File: src/rtl/phq_pkg.sv
package phq_pkg;
  typedef enum logic [2:0] {
    OP_NONE   = 3'd0,
    OP_SQUASH = 3'd1,
    OP_SETTGT = 3'd2,
    OP_PUSH   = 3'd3,
    OP_COMMIT = 3'd4
  } phq_op_e;
endpackage

File: src/rtl/phq_op_sel.sv
module phq_op_sel
  import phq_pkg::*;
(
  input  logic    sq_vld,
  input  logic    set_vld,
  input  logic    push_vld,
  input  logic    cmt_vld,
  output phq_op_e op
);
  // fixed priority: squash, set-target, push, commit
  always_comb begin
    if (sq_vld)        op = OP_SQUASH;
    else if (set_vld)  op = OP_SETTGT;
    else if (push_vld) op = OP_PUSH;
    else if (cmt_vld)  op = OP_COMMIT;
    else               op = OP_NONE;
  end
endmodule

File: src/rtl/phq_store.sv
module phq_store #(
  parameter int DEPTH = 8,
  parameter int PC_W  = 16,
  parameter int TGT_W = 16,
  parameter int SEQ_W = 8,
  localparam int PTR_W = $clog2(DEPTH)
) (
  input  logic                   clk,
  input  logic                   we_ent,
  input  logic [PTR_W-1:0]       wr_idx,
  input  logic [PC_W-1:0]        wr_pc,
  input  logic [TGT_W-1:0]       wr_tgt,
  input  logic [SEQ_W-1:0]       wr_seq,
  input  logic                   we_tgt,
  input  logic [PTR_W-1:0]       tgt_idx,
  input  logic [TGT_W-1:0]       tgt_val,
  output logic [DEPTH*PC_W-1:0]  pc_all,
  output logic [DEPTH*TGT_W-1:0] tgt_all,
  output logic [DEPTH*SEQ_W-1:0] seq_all
);
  logic [PC_W-1:0]  pc_mem  [DEPTH];
  logic [TGT_W-1:0] tgt_mem [DEPTH];
  logic [SEQ_W-1:0] seq_mem [DEPTH];

  always_ff @(posedge clk) begin
    if (we_ent) begin
      pc_mem[wr_idx]  <= wr_pc;
      seq_mem[wr_idx] <= wr_seq;
    end
  end

  // target column has a second writer for the late correction
  always_ff @(posedge clk) begin
    if (we_ent)      tgt_mem[wr_idx]  <= wr_tgt;
    else if (we_tgt) tgt_mem[tgt_idx] <= tgt_val;
  end

  for (genvar s = 0; s < DEPTH; s++) begin : g_flat
    assign pc_all[s*PC_W +: PC_W]    = pc_mem[s];
    assign tgt_all[s*TGT_W +: TGT_W] = tgt_mem[s];
    assign seq_all[s*SEQ_W +: SEQ_W] = seq_mem[s];
  end
endmodule

File: src/rtl/phq_scan.sv
module phq_scan #(
  parameter int DEPTH = 8,
  parameter int SEQ_W = 8,
  localparam int PTR_W = $clog2(DEPTH),
  localparam int CNT_W = $clog2(DEPTH+1)
) (
  input  logic [DEPTH*SEQ_W-1:0] seq_all,
  input  logic [PTR_W-1:0]       rd_ptr,
  input  logic [CNT_W-1:0]       occ,
  input  logic [SEQ_W-1:0]       key,
  output logic [CNT_W-1:0]       keep
);
  // age-ordered scan: first record younger than key sets the new length
  always_comb begin
    logic             hit;
    logic [PTR_W-1:0] slot;
    keep = occ;
    hit  = 1'b0;
    for (int i = 0; i < DEPTH; i++) begin
      slot = PTR_W'(rd_ptr + PTR_W'(i));
      if (!hit && (CNT_W'(i) < occ) && (seq_all[slot*SEQ_W +: SEQ_W] > key)) begin
        keep = CNT_W'(i);
        hit  = 1'b1;
      end
    end
  end
endmodule

File: src/rtl/ind_path_hist.sv
module ind_path_hist
  import phq_pkg::*;
#(
  parameter int DEPTH    = 8,
  parameter int PATH_LEN = 3,
  parameter int PC_W     = 16,
  parameter int TGT_W    = 16,
  parameter int SEQ_W    = 8,
  localparam int PTR_W   = $clog2(DEPTH),
  localparam int CNT_W   = $clog2(DEPTH+1)
) (
  input  logic                      clk,
  input  logic                      rst,
  input  logic                      push_vld,
  input  logic [PC_W-1:0]           push_pc,
  input  logic [TGT_W-1:0]          push_tgt,
  input  logic [SEQ_W-1:0]          push_seq,
  input  logic                      set_vld,
  input  logic [TGT_W-1:0]          set_tgt,
  input  logic                      cmt_vld,
  input  logic [SEQ_W-1:0]          cmt_seq,
  input  logic                      sq_vld,
  input  logic [SEQ_W-1:0]          sq_seq,
  output logic [PATH_LEN*TGT_W-1:0] path_tgt,
  output logic [PATH_LEN-1:0]       path_vld,
  output logic [CNT_W-1:0]          occ,
  output logic [CNT_W-1:0]          head_cnt,
  output logic [PC_W-1:0]           young_pc,
  output logic [SEQ_W-1:0]          young_seq
);
  localparam logic [CNT_W-1:0] FULL_CNT = CNT_W'(DEPTH);
  localparam logic [CNT_W-1:0] PATH_CNT = CNT_W'(PATH_LEN);

  phq_op_e          op;
  logic [PTR_W-1:0] rd_ptr;
  logic [CNT_W-1:0] occ_q, hd_q, keep;
  logic [PTR_W-1:0] wr_idx, yng_idx, hd_idx;
  logic             full, cmt_go;
  logic [DEPTH*PC_W-1:0]  pc_all;
  logic [DEPTH*TGT_W-1:0] tgt_all;
  logic [DEPTH*SEQ_W-1:0] seq_all;

  phq_op_sel u_sel (
    .sq_vld  (sq_vld),
    .set_vld (set_vld),
    .push_vld(push_vld),
    .cmt_vld (cmt_vld),
    .op      (op)
  );

  assign full    = (occ_q == FULL_CNT);
  assign wr_idx  = PTR_W'(rd_ptr + occ_q[PTR_W-1:0]);
  assign yng_idx = PTR_W'(wr_idx - PTR_W'(1));
  assign hd_idx  = PTR_W'(rd_ptr + hd_q[PTR_W-1:0]);
  assign cmt_go  = (occ_q != '0) && (hd_q < occ_q) &&
                   (seq_all[hd_idx*SEQ_W +: SEQ_W] <= cmt_seq);

  phq_store #(.DEPTH(DEPTH), .PC_W(PC_W), .TGT_W(TGT_W), .SEQ_W(SEQ_W)) u_store (
    .clk    (clk),
    .we_ent (op == OP_PUSH),
    .wr_idx (wr_idx),
    .wr_pc  (push_pc),
    .wr_tgt (push_tgt),
    .wr_seq (push_seq),
    .we_tgt ((op == OP_SETTGT) && (occ_q != '0)),
    .tgt_idx(yng_idx),
    .tgt_val(set_tgt),
    .pc_all (pc_all),
    .tgt_all(tgt_all),
    .seq_all(seq_all)
  );

  phq_scan #(.DEPTH(DEPTH), .SEQ_W(SEQ_W)) u_scan (
    .seq_all(seq_all),
    .rd_ptr (rd_ptr),
    .occ    (occ_q),
    .key    (sq_seq),
    .keep   (keep)
  );

  always_ff @(posedge clk) begin
    if (rst) begin
      rd_ptr <= '0;
      occ_q  <= '0;
      hd_q   <= '0;
    end else begin
      unique case (op)
        OP_SQUASH: occ_q <= keep;
        OP_PUSH: begin
          if (full) begin
            rd_ptr <= PTR_W'(rd_ptr + PTR_W'(1));
            if (hd_q != '0) hd_q <= hd_q - CNT_W'(1);
          end else begin
            occ_q <= occ_q + CNT_W'(1);
          end
        end
        OP_COMMIT: begin
          if (cmt_go) begin
            if (hd_q >= PATH_CNT) begin
              rd_ptr <= PTR_W'(rd_ptr + PTR_W'(1));
              occ_q  <= occ_q - CNT_W'(1);
            end else begin
              hd_q <= hd_q + CNT_W'(1);
            end
          end
        end
        default: ;
      endcase
    end
  end

  assign occ       = occ_q;
  assign head_cnt  = hd_q;
  assign young_pc  = (occ_q != '0) ? pc_all[yng_idx*PC_W +: PC_W] : '0;
  assign young_seq = (occ_q != '0) ? seq_all[yng_idx*SEQ_W +: SEQ_W] : '0;

  for (genvar g = 0; g < PATH_LEN; g++) begin : g_lane
    logic [PTR_W-1:0] lidx;
    assign lidx = PTR_W'(wr_idx - PTR_W'(g + 1));
    assign path_vld[g] = (occ_q > CNT_W'(g));
    assign path_tgt[g*TGT_W +: TGT_W] = path_vld[g] ? tgt_all[lidx*TGT_W +: TGT_W] : '0;
  end

  AST_OCC_BOUND: assert property (@(posedge clk) disable iff (rst) occ_q <= FULL_CNT);
  AST_HEAD_BOUND: assert property (@(posedge clk) disable iff (rst) hd_q <= PATH_CNT);
  AST_PUSH_GROW: assert property (@(posedge clk) disable iff (rst) (push_vld && !sq_vld && !set_vld && !full) |=> (occ_q == $past(occ_q) + CNT_W'(1)));
  AST_FULL_HOLD: assert property (@(posedge clk) disable iff (rst) (push_vld && !sq_vld && !set_vld && full) |=> (occ_q == FULL_CNT));
  AST_SQUASH_SHRINK: assert property (@(posedge clk) disable iff (rst) sq_vld |=> (occ_q <= $past(occ_q) && hd_q == $past(hd_q)));
  AST_EMPTY_COMMIT: assert property (@(posedge clk) disable iff (rst) (op == OP_COMMIT && occ_q == '0) |=> (occ_q == '0 && $stable(hd_q)));
  AST_SET_KEEPS_LEN: assert property (@(posedge clk) disable iff (rst) (sq_vld == 1'b0 && set_vld) |=> ($stable(occ_q) && $stable(rd_ptr)));
endmodule

File: config.mk
export PLATFORM = sky130hd
export DESIGN_NAME = ind_path_hist
export DESIGN_NICKNAME = d
export VERILOG_FILES = /design/src/rtl/phq_pkg.sv /design/src/rtl/phq_op_sel.sv /design/src/rtl/phq_store.sv /design/src/rtl/phq_scan.sv /design/src/rtl/ind_path_hist.sv
export SDC_FILE = /design/constraint.sdc
export NUM_CORES = 1
export LEC_CHECK = 0
export ABC_AREA = 1
export BUFFER_PORTS_ARGS = -buffer_cell sky130_fd_sc_hd__buf_4
export CORE_AREA = 5 5 187 189
export CTS_BUF_LIST = sky130_fd_sc_hd__clkbuf_16
export DETAILED_ROUTE_END_ITERATION = 6
export DIE_AREA = 0 0 192 194
export PLACE_DENSITY = 0.88
export SYNTH_ARGS = -nofsm -noshare
export SYNTH_HDL_FRONTEND = slang
export SYNTH_SLANG_ARGS = --single-unit
File: constraint.sdc
create_clock -name clk -period 6.8 [get_ports clk]
set_input_delay 0.68 -clock clk [delete_from_list [all_inputs] [get_ports clk]]
set_output_delay 0.68 -clock clk [all_outputs]
set_load 0.01 [all_outputs]
==> flow_summary.json <==
{
  "status": "complete, no violations",
  "ir_worst_vdd_uv": 286,
  "cts_setup_buffers": 0,
  "criticalPathCategory": "flip-flop to output port",
  "cap_violations": 0,
  "antenna_found_initial": 2,
  "drt-total-wl_mm": 58.8,
  "setup_tns_ns": 0,
  "timing.fmax_mhz": 186,
  "grtUsageMet3": 0.0535,
  "syn_nets": 2451,
  "synth_area_per_cell_um2": 8.98,
  "cts_buffers": 35,
  "grt_max_degree": 125,
  "h-tree-depth": 2,
  "vias": 17700,
  "critPathMaxStageDelay_ns": 0.96,
  "place_hpwl_mm": 37.4,
  "worst_slew_pin_slew_ns": 1.23,
  "cpMaxStageDelayCell": "ha_4",
  "cp-start-kind": "flip-flop",
  "syn_area_mm2": 0.0205,
  "grt_use_met2": 0.498,
  "final_cell_mix": "nand2_1, o21ai_0, edfxtp_1",
  "crit_required_ns": 6.12,
  "syn_inst": 2280,
  "hold_viol_final": 0,
  "dpl_cell_area_mm2": 0.0219,
  "p_leak_nw": 9.20,
  "final_antenna_net_count": 0,
  "rows": 67,
  "min_from": "rst",
  "dpl.cell_count": 2783,
  "drc": 0,
  "worstPathArrival_ns": 4.70,
  "stdcell_area_mm2": 0.0230,
  "cts_buffer_depth": 3,
  "area_delta_synth_final_pct": 12.3,
  "synth_seq_cells": 331,
  "crit_top_cell": "buf_4",
  "drtIter0Drc": 2225,
  "period_minus_slack_ns": 5.38,
  "gp_congestion": 0.980,
  "dr.pass1.iters": 6,
  "grt_overflow_total": 0,
  "synth_cell_type_count": 48,
  "portBuffers": 160,
  "cts_num_sinks": 331,
  "finClkSkew_ns": 0.0236,
  "tritoncts": "built",
  "r2r_slack_ns": 1.62,
  "yosysSeqAreaShare": 0.480,
  "min_path_type": "primary input to flip-flop",
  "finalSetupViolations": 0,
  "final_core_util": 0.694,
  "p_per_area_mw_per_mm2": 371,
  "core_area_mm2": 0.0331,
  "layout_commonest_cell": "nand2_1",
  "cp_top_family": "adder cells",
  "crit_path_cell_trace": "ha_4 > inv_4 > ha_1 > or2_1 > nand2_4 > buf_4 > a21oi_1 > a211oi_2 > buf_4",
  "hold_end": "occ[3]",
  "ctsHoldBuffers": 0,
  "io_pins": 161,
  "die_w_um": 192,
  "fp.dieArea_mm2": 0.0372,
  "grt.busiest_layer": "met2",
  "cp_max_fo": 94,
  "drv_slew": 0,
  "hold_slack_ns": 0.351,
  "initial_core_util": 0.618,
  "grt_pass1_wl_mm": 91.8,
  "die_y_um": 194,
  "grt_usage": 0.308,
  "worstReg2RegEnd": "occ[0]",
  "slew_headroom": 0.178,
  "post_cts_resized": 0,
  "hold_depth": 2,
  "vias_per_cell": 6.22,
  "yosysWarnings": 0,
  "grt.met1_usage": 0.407,
  "grt_pass1_vias": 17300,
  "path_buf_inv": 3,
  "rsz0062_at_grt": "no",
  "timing.rr.start": "rd_ptr[0]",
  "period_share": 0.792,
  "rr_worst_depth": 19,
  "clock_latency_ns": 0.52,
  "drive_gt1_frac": 0.149,
  "clkTransAtPathRegs_ns": 0.06,
  "nets": 2543,
  "cts_root_buf": "clkbuf_16",
  "crit_path_end_kind": "output port",
  "fin_cells": 2845,
  "wire_per_inst_um": 20.7
}
[sequential cells by signal (all words and copies together), names as in the netlist]
signal,flops
rd_ptr,3
u_store.pc_mem,128
occ,4
u_store.seq_mem,64
head_cnt,4
u_store.tgt_mem,128
[final cells by class]
class | count | area [um2]
flip-flops and latches | 331 | 9830
diodes | 3 | 7.51
clock inverters | 22 | 133
well taps | 448 | 561
multi-input cells | 1613 | 9320
repair buffers | 195 | 1460
clock buffers | 37 | 926
inverters | 196 | 739
fillers | 2358 | 10100
[how the worst max path moves through the flow]
| stage | endpoint | cells after the start | slack [ns] | from |
|---|---|---|---|---|
| 2_1_floorplan | occ[0] | 21 | 3.04 | rd_ptr[1] |
| 5_1_grt | path_tgt[12] | 9 | 1.26 | occ[0] |
| 3_3_place_gp | occ[0] | 19 | 2.00 | rd_ptr[0] |
| 4_1_cts | path_tgt[10] | 9 | 1.55 | occ[0] |
| 6_report | path_tgt[12] | 9 | 1.42 | occ[0] |
| 3_5_place_dp | occ[0] | 19 | 1.83 | rd_ptr[0] |
[synthesized netlist by cell type (all sizes together)]
library cell | number | area share
nor2 | 216 | 0.042
a211oi | 49 | 0.025
o211ai | 9 | 0.0033
nand4 | 9 | 0.0035
nor3 | 8 | 0.0020
edfxtp | 320 | 0.47
a22oi | 1 | 0.00037
o221a | 16 | 0.0088
ha | 90 | 0.055
fa | 3 | 0.0029
xnor2 | 3 | 0.0013
mux2 | 16 | 0.0088
o21bai | 1 | 0.00037
a31oi | 9 | 0.0028
a21oi | 216 | 0.053
o31ai | 1 | 0.00037
a311oi | 24 | 0.018
o21a | 5 | 0.0018
buf | 43 | 0.012
clkbuf | 97 | 0.018
or2 | 4 | 0.0013
clkinv | 3 | 0.00061
o21ai | 344 | 0.084
mux2i | 74 | 0.036
nand2 | 441 | 0.082
nand3b | 4 | 0.0015
dfxtp | 11 | 0.011
a21boi | 1 | 0.00037
a21o | 3 | 0.0011
nand3 | 60 | 0.015
inv | 193 | 0.035
xor2 | 6 | 0.0026
[per-layer routing]
| layer | vias to the layer above | share of wire |
|---|---|---|
| li1 | 8169 | - |
| met1 | 8213 | 0.38 |
| met4 | 0 | 0.045 |
| met5 | - | 0 |
| met3 | 202 | 0.10 |
| met2 | 1123 | 0.47 |
[power breakdown]
part	leakage (nW)	internal [mW]	switching, mW	total, mW
registers	2.98	2.36	0.0580	2.42
clock network	0.539	1.02	0.758	1.78
logic	5.69	1.47	2.85	4.32
[through the flow]
| stage | total power [mW] | setup slack [ns] |
|---|---|---|
| after floorplan | 5.28 | 3.04 |
| after global placement | 6.50 | 2.00 |
| after detailed placement | 6.63 | 1.83 |
| after CTS | 8.44 | 1.55 |
| after global routing | 8.95 | 1.26 |
| final | 8.52 | 1.42 |
[cells by family after synthesis]
kind of cell	count (synthesis)	share of synthesized area
AOI/OAI and AO/OA	679	0.199
xor gates and xnor gates	9	0.00385
adders and majority gates	93	0.0580
buffers and inverters	336	0.0663
DFF	331	0.480
muxes	90	0.0450
and+or+nand+nor	742	0.147
Power figures use the tool's default switching activity.
